`config.mk`:
```
export PLATFORM = sky130hd
export DESIGN_NAME = spi_status_poller
export DESIGN_NICKNAME = d
export VERILOG_FILES = /design/src/rtl/spsp_pkg.sv /design/src/rtl/spsp_byte_engine.sv /design/src/rtl/spsp_sample_counter.sv /design/src/rtl/spsp_status_judge.sv /design/src/rtl/spsp_poll_ctrl.sv /design/src/rtl/spi_status_poller.sv
export SDC_FILE = /design/constraint.sdc
export NUM_CORES = 1
export LEC_CHECK = 0
export ABC_AREA = 1
export BUFFER_PORTS_ARGS = -buffer_cell sky130_fd_sc_hd__buf_2
export CAP_MARGIN = 20
export CORE_MARGIN = 8
export CORE_UTILIZATION = 24
export CTS_CLUSTER_DIAMETER = 50
export DETAILED_ROUTE_END_ITERATION = 12
export GPL_TIMING_DRIVEN = 0
export SKIP_CTS_REPAIR_TIMING = 1
export SLEW_MARGIN = 20
export SYNTH_ARGS = -nofsm -noshare
export SYNTH_HDL_FRONTEND = slang
export SYNTH_SLANG_ARGS = --single-unit
```
`constraint.sdc`:
```
create_clock -name clk -period 1.5 [get_ports clk]
set_input_delay 0.45 -clock clk [delete_from_list [all_inputs] [get_ports clk]]
set_output_delay 0.45 -clock clk [all_outputs]
set_load 0.01 [all_outputs]
```
`src/rtl/spsp_pkg.sv`:
```
package spsp_pkg;
  localparam int STAT_W = 8;
  localparam logic [STAT_W-1:0] OPC_READ_STATUS = 8'h00;
  localparam int BIT_BUSY  = 0;
  localparam int BIT_READY = 1;
  localparam int BIT_VIOL  = 2;
  localparam int BIT_LERR  = 3;

  typedef enum logic [1:0] {
    V_RETRY = 2'd0,
    V_DONE  = 2'd1,
    V_FAIL  = 2'd2
  } verdict_t;

  typedef enum logic [2:0] {
    E_IDLE, E_LEAD, E_HI, E_LO, E_TAIL
  } eng_state_t;

  typedef enum logic [2:0] {
    P_IDLE, P_KICK1, P_WAIT1, P_KICK2, P_WAIT2, P_EVAL
  } poll_state_t;
endpackage

```
`src/rtl/spsp_byte_engine.sv`:
```
module spsp_byte_engine
  import spsp_pkg::*;
#(
  parameter int DIV_W = 8
) (
  input  logic              clk,
  input  logic              rst_n,
  input  logic [DIV_W-1:0]  div,
  input  logic              start,
  input  logic [STAT_W-1:0] tx_byte,
  output logic              done,
  output logic [STAT_W-1:0] rx_byte,
  output logic              sclk,
  output logic              cs_n,
  output logic              mosi,
  input  logic              miso
);
  localparam int BCNT_W = $clog2(STAT_W);

  eng_state_t        st;
  logic [DIV_W-1:0]  hcnt;
  logic [BCNT_W-1:0] bitn;
  logic [STAT_W-1:0] tx_sh;
  logic [STAT_W-1:0] rx_sh;
  logic              tick;

  assign tick    = (hcnt == div);
  assign rx_byte = rx_sh;
  assign mosi    = tx_sh[STAT_W-1];

  always_ff @(posedge clk or negedge rst_n) begin
    if (!rst_n) begin
      st    <= E_IDLE;
      hcnt  <= '0;
      bitn  <= '0;
      tx_sh <= '0;
      rx_sh <= '0;
      sclk  <= 1'b0;
      cs_n  <= 1'b1;
      done  <= 1'b0;
    end else begin
      done <= 1'b0;
      if (st != E_IDLE) hcnt <= tick ? '0 : hcnt + 1'b1;
      case (st)
        E_IDLE: if (start) begin
          tx_sh <= tx_byte;
          cs_n  <= 1'b0;
          bitn  <= '0;
          hcnt  <= '0;
          st    <= E_LEAD;
        end
        E_LEAD, E_LO: if (tick) begin
          sclk  <= 1'b1;
          rx_sh <= {rx_sh[STAT_W-2:0], miso};
          st    <= E_HI;
        end
        E_HI: if (tick) begin
          sclk <= 1'b0;
          if (bitn == BCNT_W'(STAT_W-1)) begin
            cs_n <= 1'b1;
            st   <= E_TAIL;
          end else begin
            tx_sh <= {tx_sh[STAT_W-2:0], 1'b0};
            bitn  <= bitn + 1'b1;
            st    <= E_LO;
          end
        end
        E_TAIL: if (tick) begin
          done <= 1'b1;
          st   <= E_IDLE;
        end
        default: st <= E_IDLE;
      endcase
    end
  end
endmodule

```
`src/rtl/spsp_sample_counter.sv`:
```
module spsp_sample_counter #(
  parameter int MAX_SAMPLES = 10000
) (
  input  logic clk,
  input  logic rst_n,
  input  logic clear,
  input  logic bump,
  output logic last
);
  localparam int CW = $clog2(MAX_SAMPLES + 1);
  logic [CW-1:0] cnt;

  assign last = (cnt == CW'(MAX_SAMPLES - 1));

  always_ff @(posedge clk or negedge rst_n) begin
    if (!rst_n)     cnt <= '0;
    else if (clear) cnt <= '0;
    else if (bump)  cnt <= cnt + 1'b1;
  end
endmodule

```
`src/rtl/spsp_status_judge.sv`:
```
module spsp_status_judge
  import spsp_pkg::*;
(
  input  logic [STAT_W-1:0] sample,
  input  logic [STAT_W-1:0] mask,
  output verdict_t          verdict
);
  logic err_seen, busy_seen, cond_hit;

  assign err_seen  = sample[BIT_VIOL] | sample[BIT_LERR];
  assign busy_seen = sample[BIT_BUSY];
  assign cond_hit  = (mask == '0) | (|(sample & mask));

  always_comb begin
    if (err_seen)       verdict = V_FAIL;
    else if (busy_seen) verdict = V_RETRY;
    else if (cond_hit)  verdict = V_DONE;
    else                verdict = V_RETRY;
  end
endmodule

```
`src/rtl/spsp_poll_ctrl.sv`:
```
module spsp_poll_ctrl
  import spsp_pkg::*;
(
  input  logic              clk,
  input  logic              rst_n,
  input  logic              req_valid,
  output logic              req_ready,
  input  logic [STAT_W-1:0] req_mask,
  output logic              eng_start,
  input  logic              eng_done,
  input  logic [STAT_W-1:0] eng_rx,
  output logic [STAT_W-1:0] sample_q,
  output logic [STAT_W-1:0] mask_q,
  input  verdict_t          verdict,
  input  logic              budget_last,
  output logic              cnt_clear,
  output logic              cnt_bump,
  output logic              rsp_valid,
  output logic [STAT_W-1:0] rsp_status,
  output logic              rsp_err,
  output logic              rsp_timeout
);
  poll_state_t st;

  assign req_ready = (st == P_IDLE);
  assign eng_start = (st == P_KICK1) || (st == P_KICK2);
  assign cnt_clear = req_valid && req_ready;
  assign cnt_bump  = (st == P_EVAL) && (verdict == V_RETRY) && !budget_last;

  always_ff @(posedge clk or negedge rst_n) begin
    if (!rst_n) begin
      st          <= P_IDLE;
      mask_q      <= '0;
      sample_q    <= '0;
      rsp_valid   <= 1'b0;
      rsp_status  <= '0;
      rsp_err     <= 1'b0;
      rsp_timeout <= 1'b0;
    end else begin
      rsp_valid <= 1'b0;
      case (st)
        P_IDLE: if (req_valid) begin
          mask_q <= req_mask;
          st     <= P_KICK1;
        end
        P_KICK1: st <= P_WAIT1;
        P_WAIT1: if (eng_done) st <= P_KICK2;
        P_KICK2: st <= P_WAIT2;
        P_WAIT2: if (eng_done) begin
          sample_q <= eng_rx;
          st       <= P_EVAL;
        end
        P_EVAL: begin
          case (verdict)
            V_FAIL: begin
              rsp_valid   <= 1'b1;
              rsp_status  <= sample_q;
              rsp_err     <= 1'b1;
              rsp_timeout <= 1'b0;
              st          <= P_IDLE;
            end
            V_DONE: begin
              rsp_valid   <= 1'b1;
              rsp_status  <= sample_q;
              rsp_err     <= 1'b0;
              rsp_timeout <= 1'b0;
              st          <= P_IDLE;
            end
            default: begin
              if (budget_last) begin
                rsp_valid   <= 1'b1;
                rsp_status  <= sample_q;
                rsp_err     <= 1'b0;
                rsp_timeout <= 1'b1;
                st          <= P_IDLE;
              end else begin
                st <= P_KICK1;
              end
            end
          endcase
        end
        default: st <= P_IDLE;
      endcase
    end
  end
endmodule

```
`src/rtl/spi_status_poller.sv`:
```
module spi_status_poller
  import spsp_pkg::*;
#(
  parameter int MAX_SAMPLES = 10000,
  parameter int DIV_W       = 8
) (
  input  logic              clk,
  input  logic              rst_n,
  input  logic [DIV_W-1:0]  clk_div,
  input  logic              req_valid,
  output logic              req_ready,
  input  logic [STAT_W-1:0] req_mask,
  output logic              rsp_valid,
  output logic [STAT_W-1:0] rsp_status,
  output logic              rsp_err,
  output logic              rsp_timeout,
  output logic              spi_sclk,
  output logic              spi_cs_n,
  output logic              spi_mosi,
  input  logic              spi_miso
);
  logic              eng_start, eng_done;
  logic [STAT_W-1:0] eng_rx;
  logic [STAT_W-1:0] sample_q, mask_q;
  verdict_t          verdict;
  logic              budget_last, cnt_clear, cnt_bump;

  spsp_byte_engine #(.DIV_W(DIV_W)) u_eng (
    .clk     (clk),
    .rst_n   (rst_n),
    .div     (clk_div),
    .start   (eng_start),
    .tx_byte (OPC_READ_STATUS),
    .done    (eng_done),
    .rx_byte (eng_rx),
    .sclk    (spi_sclk),
    .cs_n    (spi_cs_n),
    .mosi    (spi_mosi),
    .miso    (spi_miso)
  );

  spsp_status_judge u_judge (
    .sample  (sample_q),
    .mask    (mask_q),
    .verdict (verdict)
  );

  spsp_sample_counter #(.MAX_SAMPLES(MAX_SAMPLES)) u_cnt (
    .clk   (clk),
    .rst_n (rst_n),
    .clear (cnt_clear),
    .bump  (cnt_bump),
    .last  (budget_last)
  );

  spsp_poll_ctrl u_ctrl (
    .clk         (clk),
    .rst_n       (rst_n),
    .req_valid   (req_valid),
    .req_ready   (req_ready),
    .req_mask    (req_mask),
    .eng_start   (eng_start),
    .eng_done    (eng_done),
    .eng_rx      (eng_rx),
    .sample_q    (sample_q),
    .mask_q      (mask_q),
    .verdict     (verdict),
    .budget_last (budget_last),
    .cnt_clear   (cnt_clear),
    .cnt_bump    (cnt_bump),
    .rsp_valid   (rsp_valid),
    .rsp_status  (rsp_status),
    .rsp_err     (rsp_err),
    .rsp_timeout (rsp_timeout)
  );
endmodule

```
==> reports/metrics.yaml, run 1 <==
avgSynthCellArea_um2: 8.07
slowest_stage: "dfrtp_1"
r2r_slack_ps: -200
setup_viol: 27
grt_overflow_total: 0
synth.area.top_cells: "dfrtp_1 48%, nand2_1 14%, nand3_1 5.7%"
drtIter0Drc: 93
synth_seq_cells: 69
synth_top_area_share_pct: 48.2
synth_ff_type: "dfrtp_1"
synth_largest_area_cell: "dfrtp_1"
cp.buffers_inverters: 2
cap_violations: 0
die-height_um: 137
cts.clk_slew.worst_paths_ps: 60
finalInstanceArea_um2: 4870
crit_type: "reg -> reg"
crit_fanout: 6
yosys.cell_count.top_type: "nand2_1"
gp_congestion: 0.820
numCtsBuffers: 9
cts_max_path_buffers: 2
critPathRequiredTime_ps: 1720
core_area_um2: 14500
tns_ps: -4010
rsz0062_at_grt: "yes"
wire_per_inst_um: 11.8
dp_hpwl_mm: 5.70
cts_tree: "done"
root_buffer: "clkbuf_16"
startpoint_type: "flop"
rows: 44
r2r-start: "u_cnt.cnt[0]"
cellPowerDensity_nw_per_um2: 1670
synthAdderAreaFrac_pct: 1.42
yosysSeqAreaShare_pct: 48.9
ys_types: 32
layout-drive-gt1-share_pct: 33.2
syn_area_um2: 3530
period_minus_slack_ps: 1700
area_growth_pct: 37.8
grt_pass1_wl_mm: 13.3
worstRegToRegCells: 11
die_w_um: 137
yosys.area_share.xor_xnor_pct: 6.20
crit_family: "simple AND/OR/NAND/NOR gates"
pin_count: 35
wl_mm: 8.30
synth_mux_area_share_pct: 0
antenna_found_initial: 1
syn-num-nets: 462
n_antenna_cell: 0
ir_drop_uv: 649
hp-class: "in -> async"
die-area_um2: 18900
total_power_uw: 8120
synth_commonest_cells: "132 x nand2_1, 68 x dfrtp_1, 45 x inv_1"
place.port_buffers: 33
status: "complete, but fails checks"
cp_slowest_stage_delay_ps: 420
fmax_mhz: 590
dr.pass1.iters: 4
synth-simple-area-share_pct: 29.5
floorplan.initialDensity_pct: 24.4
worst_slack_ps: -196
endpoint_kind: "flop"
insertion_delay_ps: 330
grt_start_max_net_pins: 36
skew_ps: 5.47
crit_chain: "ha_2 -> nand2_4 -> nor2_4 -> inv_2 -> nor2_4 -> a21boi_4 -> nand2_4 -> nand2_8 -> clkbuf_16 -> nand2_2 -> nand2_1"
violations: "negative setup slack"
place_area_um2: 3960
htreeDepth: 3
synthArstFlopShare_pct: 100
finalNetCount: 540
vias: 3016
p_leak_uw: 0.00238
yosysWarnings: 0
synth_compound_area_share_pct: 6.87
drtAntennaViolNets: 0
numClockSinks: 69
synth_top_family_by_area: "simple AND/OR/NAND/NOR gates"
gr-usage-all-layers_pct: 8.82
synth_edf_count: 0
post-place-ws_ps: -275
hold_violations: 0
slew_violations: 0
cp.arrival_ps: 1920
vias_per_cell: 4.28
layout_worst_path_cycle_share_pct: 113
grt_pass1_vias: 2842
drcViolationCount: 0
syn_inst: 438
reg2reg_to: "u_ctrl.rsp_status[2]"
power breakdown:
part	internal (uW)	switching [uW]	total, uW	leakage [uW]
logic	1330	1650	2980	0.00137
registers	2440	535	2980	0.000878
clock network	1310	859	2170	0.000141
worst reg2reg max path, delay by kind of cell, from the launching register on:
kind / cells / cell delay, ps
compound gates: 1 / 90
fa+ha+maj: 1 / 240
buf+inv: 2 / 230
flops: 1 / 420
simple gates: 7 / 600
routing by layer:
layer / global-route usage, % / share of wire (%)
met5: 0 / 0.14
met4: 3.62 / 1.6
met3: 3.06 / 5.1
met2: 14.3 / 48
met1: 10.5 / 45
through the flow:
step,utilization [%],hold WS (ps),instances
final,33.6,61.7,705
after floorplan,-,154,438
after global routing,33.6,96.0,705
after CTS,29.5,83.1,672
after detailed placement,27.3,444,656
after global placement,27.2,453,655
worst max path at each step:
| stage | start | endpoint | slack [ps] | cells after the start |
|---|---|---|---|---|
| final | u_cnt.cnt[0] | u_ctrl.rsp_status[2] | -200 | 11 |
| after global routing | u_cnt.cnt[0] | u_ctrl.rsp_status[6] | -280 | 11 |
| after CTS | u_eng.st[2] | u_eng.st[0] | -290 | 8 |
| after detailed placement | u_cnt.cnt[1] | u_cnt.cnt[5] | -270 | 11 |
| after global placement | rst_n | u_eng.hcnt[4] | -430 | 1 |
| after floorplan | u_cnt.cnt[1] | u_cnt.cnt[10] | -80 | 10 |
sequential cells by signal, indices dropped and copies added, names as in the netlist, 8 cells and up:
register	cells
u_cnt.cnt	14
u_eng.rx_byte	8
u_ctrl.sample_q	8
u_eng.hcnt	8
u_ctrl.rsp_status	8
u_ctrl.mask_q	8
cell type report:
| class | count | area, um2 |
|---|---|---|
| clock buffers | 9 | 225 |
| multi-input cells | 310 | 1830 |
| well taps | 184 | 230 |
| plain buffers | 9 | 78.8 |
| repair buffers | 67 | 489 |
| inverters | 50 | 198 |
| clock inverters | 7 | 81.3 |
| fillers | 1475 | 9610 |
| flip-flops and latches | 69 | 1730 |
placed cells by master, fill, tap and decap left out, types with 2 or more instances in the layout:
cell	Yosys	final
inv_1	45	40
inv_2	5	7
dfrtp_2	0	5
xor2_1	14	14
buf_4	2	26
nand3_2	0	2
o21ai_0	32	24
nor3_1	4	4
nor2_4	5	10
xnor2_2	0	4
o22ai_1	4	3
o21ai_1	0	2
nand3_4	1	3
nor2_1	40	32
clkbuf_16	0	10
clkinvlp_4	0	3
xnor2_1	11	7
dfrtp_1	68	63
clkbuf_2	0	3
nand2_1	132	114
a21oi_1	4	3
nand2_8	0	2
o21ai_2	2	8
nand2_2	2	16
buf_2	2	31
nand2_4	3	5
nor2_2	1	4
inv_6	0	2
buf_6	2	12
nand3_1	40	36
or2_2	3	3
nand4_1	3	3
ha_2	0	2
inv_4	0	2
cells by family (layout without fill, tap and decap cells):
kind of cell             after synthesis  after routing
AND/OR/NAND/NOR                      236            236
flip-flops                            69             69
buffers and inverters                 59            142
AO/OA/AOI/OAI                         44             44
XOR/XNOR                              25             25
adder cells (fa/ha/maj)                4              4
other                                  1              1
Power figures use the tool's default switching activity.
==> run 2, diff against run 1 <==
--- a/config.mk
+++ b/config.mk
@@ -8,11 +8,14 @@
 export ABC_AREA = 1
 export BUFFER_PORTS_ARGS = -buffer_cell sky130_fd_sc_hd__buf_2
 export CAP_MARGIN = 20
+export CELL_PAD_IN_SITES_DETAIL_PLACEMENT = 2
+export CELL_PAD_IN_SITES_GLOBAL_PLACEMENT = 2
 export CORE_MARGIN = 8
 export CORE_UTILIZATION = 24
 export CTS_CLUSTER_DIAMETER = 50
 export DETAILED_ROUTE_END_ITERATION = 12
 export GPL_TIMING_DRIVEN = 0
+export PLACE_DENSITY_LB_ADDON = 0.1
 export SKIP_CTS_REPAIR_TIMING = 1
 export SLEW_MARGIN = 20
 export SYNTH_ARGS = -nofsm -noshare
==> reports/metrics.yaml, run 2 (same netlist as run 1, synthesis figures left out) <==
grt_overflow_total: 0
hp-class: "in -> async"
dp_hpwl_mm: 7.38
cp.buffers_inverters: 2
cts_tree: "done"
numClockSinks: 69
grt_pass1_vias: 3243
cellPowerDensity_nw_per_um2: 1740
post-place-ws_ps: -415
insertion_delay_ps: 340
drtAntennaViolNets: 0
die_w_um: 137
vias_per_cell: 4.39
gp_congestion: 0.710
n_antenna_cell: 0
post-route-util_pct: 33.4
wire_per_inst_um: 15.3
mostFrequentLayoutCell: "nand2_1"
slew_violations: 0
grt_pass1_wl_mm: 16.5
cap_violations: 0
violations: "negative setup slack"
top_register: "u_cnt.cnt"
startpoint_type: "flop"
worst_slack_ps: -223
cts_max_path_buffers: 2
layout_common_cells: "117 x nand2_1, 62 x dfrtp_1, 41 x inv_1"
place.port_buffers: 33
timing.hold.ws_ps: 55.1
largest_register_ffs: 14
cp.arrival_ps: 1950
htreeDepth: 3
gr-usage-all-layers_pct: 11.4
reg2reg_to: "u_cnt.cnt[11]"
r2r_slack_ps: -220
hold_violations: 0
antenna_found_initial: 0
finalInstanceArea_um2: 4830
grt_start_max_net_pins: 40
wl_mm: 10.8
endpoint_kind: "flop"
rows: 44
setup_viol: 47
fmax_mhz: 580
finalNetCount: 541
core_area_um2: 14500
r2r-start: "u_cnt.cnt[1]"
dr.pass1.iters: 4
drcViolationCount: 0
crit_family: "simple AND/OR/NAND/NOR gates"
ir_drop_uv: 606
vias: 3101
skew_ps: 6.77
area_growth_pct: 36.8
die-height_um: 137
place_area_um2: 3960
drtIter0Drc: 78
worstRegToRegCells: 11
crit_type: "reg -> reg"
period_minus_slack_ps: 1720
critPathRequiredTime_ps: 1730
layout_worst_path_cycle_share_pct: 115
numCtsBuffers: 9
cts.clk_slew.worst_paths_ps: 60
slowest_stage: "dfrtp_1"
pin_count: 35
p_leak_uw: 0.00241
status: "complete, but fails checks"
die-area_um2: 18900
rsz0062_at_grt: "yes"
root_buffer: "clkbuf_16"
cp_slowest_stage_delay_ps: 420
n_fill_cell: 1645
layout-drive-gt1-share_pct: 31.6
tns_ps: -5210
floorplan.initialDensity_pct: 24.4
crit_fanout: 5
crit_chain: "ha_4 -> nand2_4 -> nor2_4 -> inv_2 -> nor2_4 -> a21boi_4 -> nand3_4 -> nand2_4 -> clkbuf_16 -> nand2_2 -> nand2_1"
## run 2: worst max-delay path by stage
stage	end	slack, ps	cells past startpoint	from
after floorplan	u_cnt.cnt[10]	-80	10	u_cnt.cnt[1]
after global placement	u_eng.rx_byte[5]	-590	1	rst_n
after detailed placement	u_cnt.cnt[11]	-410	7	u_ctrl.st[1]
after CTS	u_cnt.cnt[1]	-440	7	u_ctrl.st[1]
after global routing	u_cnt.cnt[6]	-290	11	u_cnt.cnt[0]
final	u_cnt.cnt[11]	-220	11	u_cnt.cnt[1]
## run 2: where the power goes
part / leakage, uW / switching, uW / internal (uW)
logic: 0.00139 / 1770 / 1360
clock network: 0.000145 / 910 / 1350
registers: 0.000876 / 572 / 2440
total: 0.00241 / 3250 / 5150
## run 2: stage by stage
step	std cells	power, uW
floorplan	438	4590
global placement	655	5270
detailed placement	656	5380
CTS	672	7720
global route	706	9030
finish	706	8400
## run 2: layer usage
layer / global-route usage (%) / routed length, um
met1: 14.1 / 5010
met4: 5.61 / 185
met5: 0 / 0
met3: 2.33 / 267
met2: 18.7 / 5360
## run 2: final cells by class
| class | count | area [um2] | area share [%] |
|---|---|---|---|
| inverter | 50 | 188 | 3.88 |
| tap | 184 | 230 | 4.76 |
| multi-input combinational | 310 | 1790 | 36.9 |
| buffer | 9 | 78.8 | 1.63 |
| sequential | 69 | 1740 | 35.9 |
| clock buffer | 10 | 239 | 4.94 |
| timing repair buffer | 68 | 507 | 10.5 |
| clock inverter | 6 | 71.3 | 1.48 |
## run 2: worst register-to-register path, stage by stage, from the launching register on
cell       delay, ps
dfrtp_1          420
ha_4             180
nand2_4           70
nor2_4           140
inv_2             60
nor2_4           150
a21boi_4         100
nand3_4          130
nand2_4           90
clkbuf_16        180
nand2_2           50
nand2_1           50
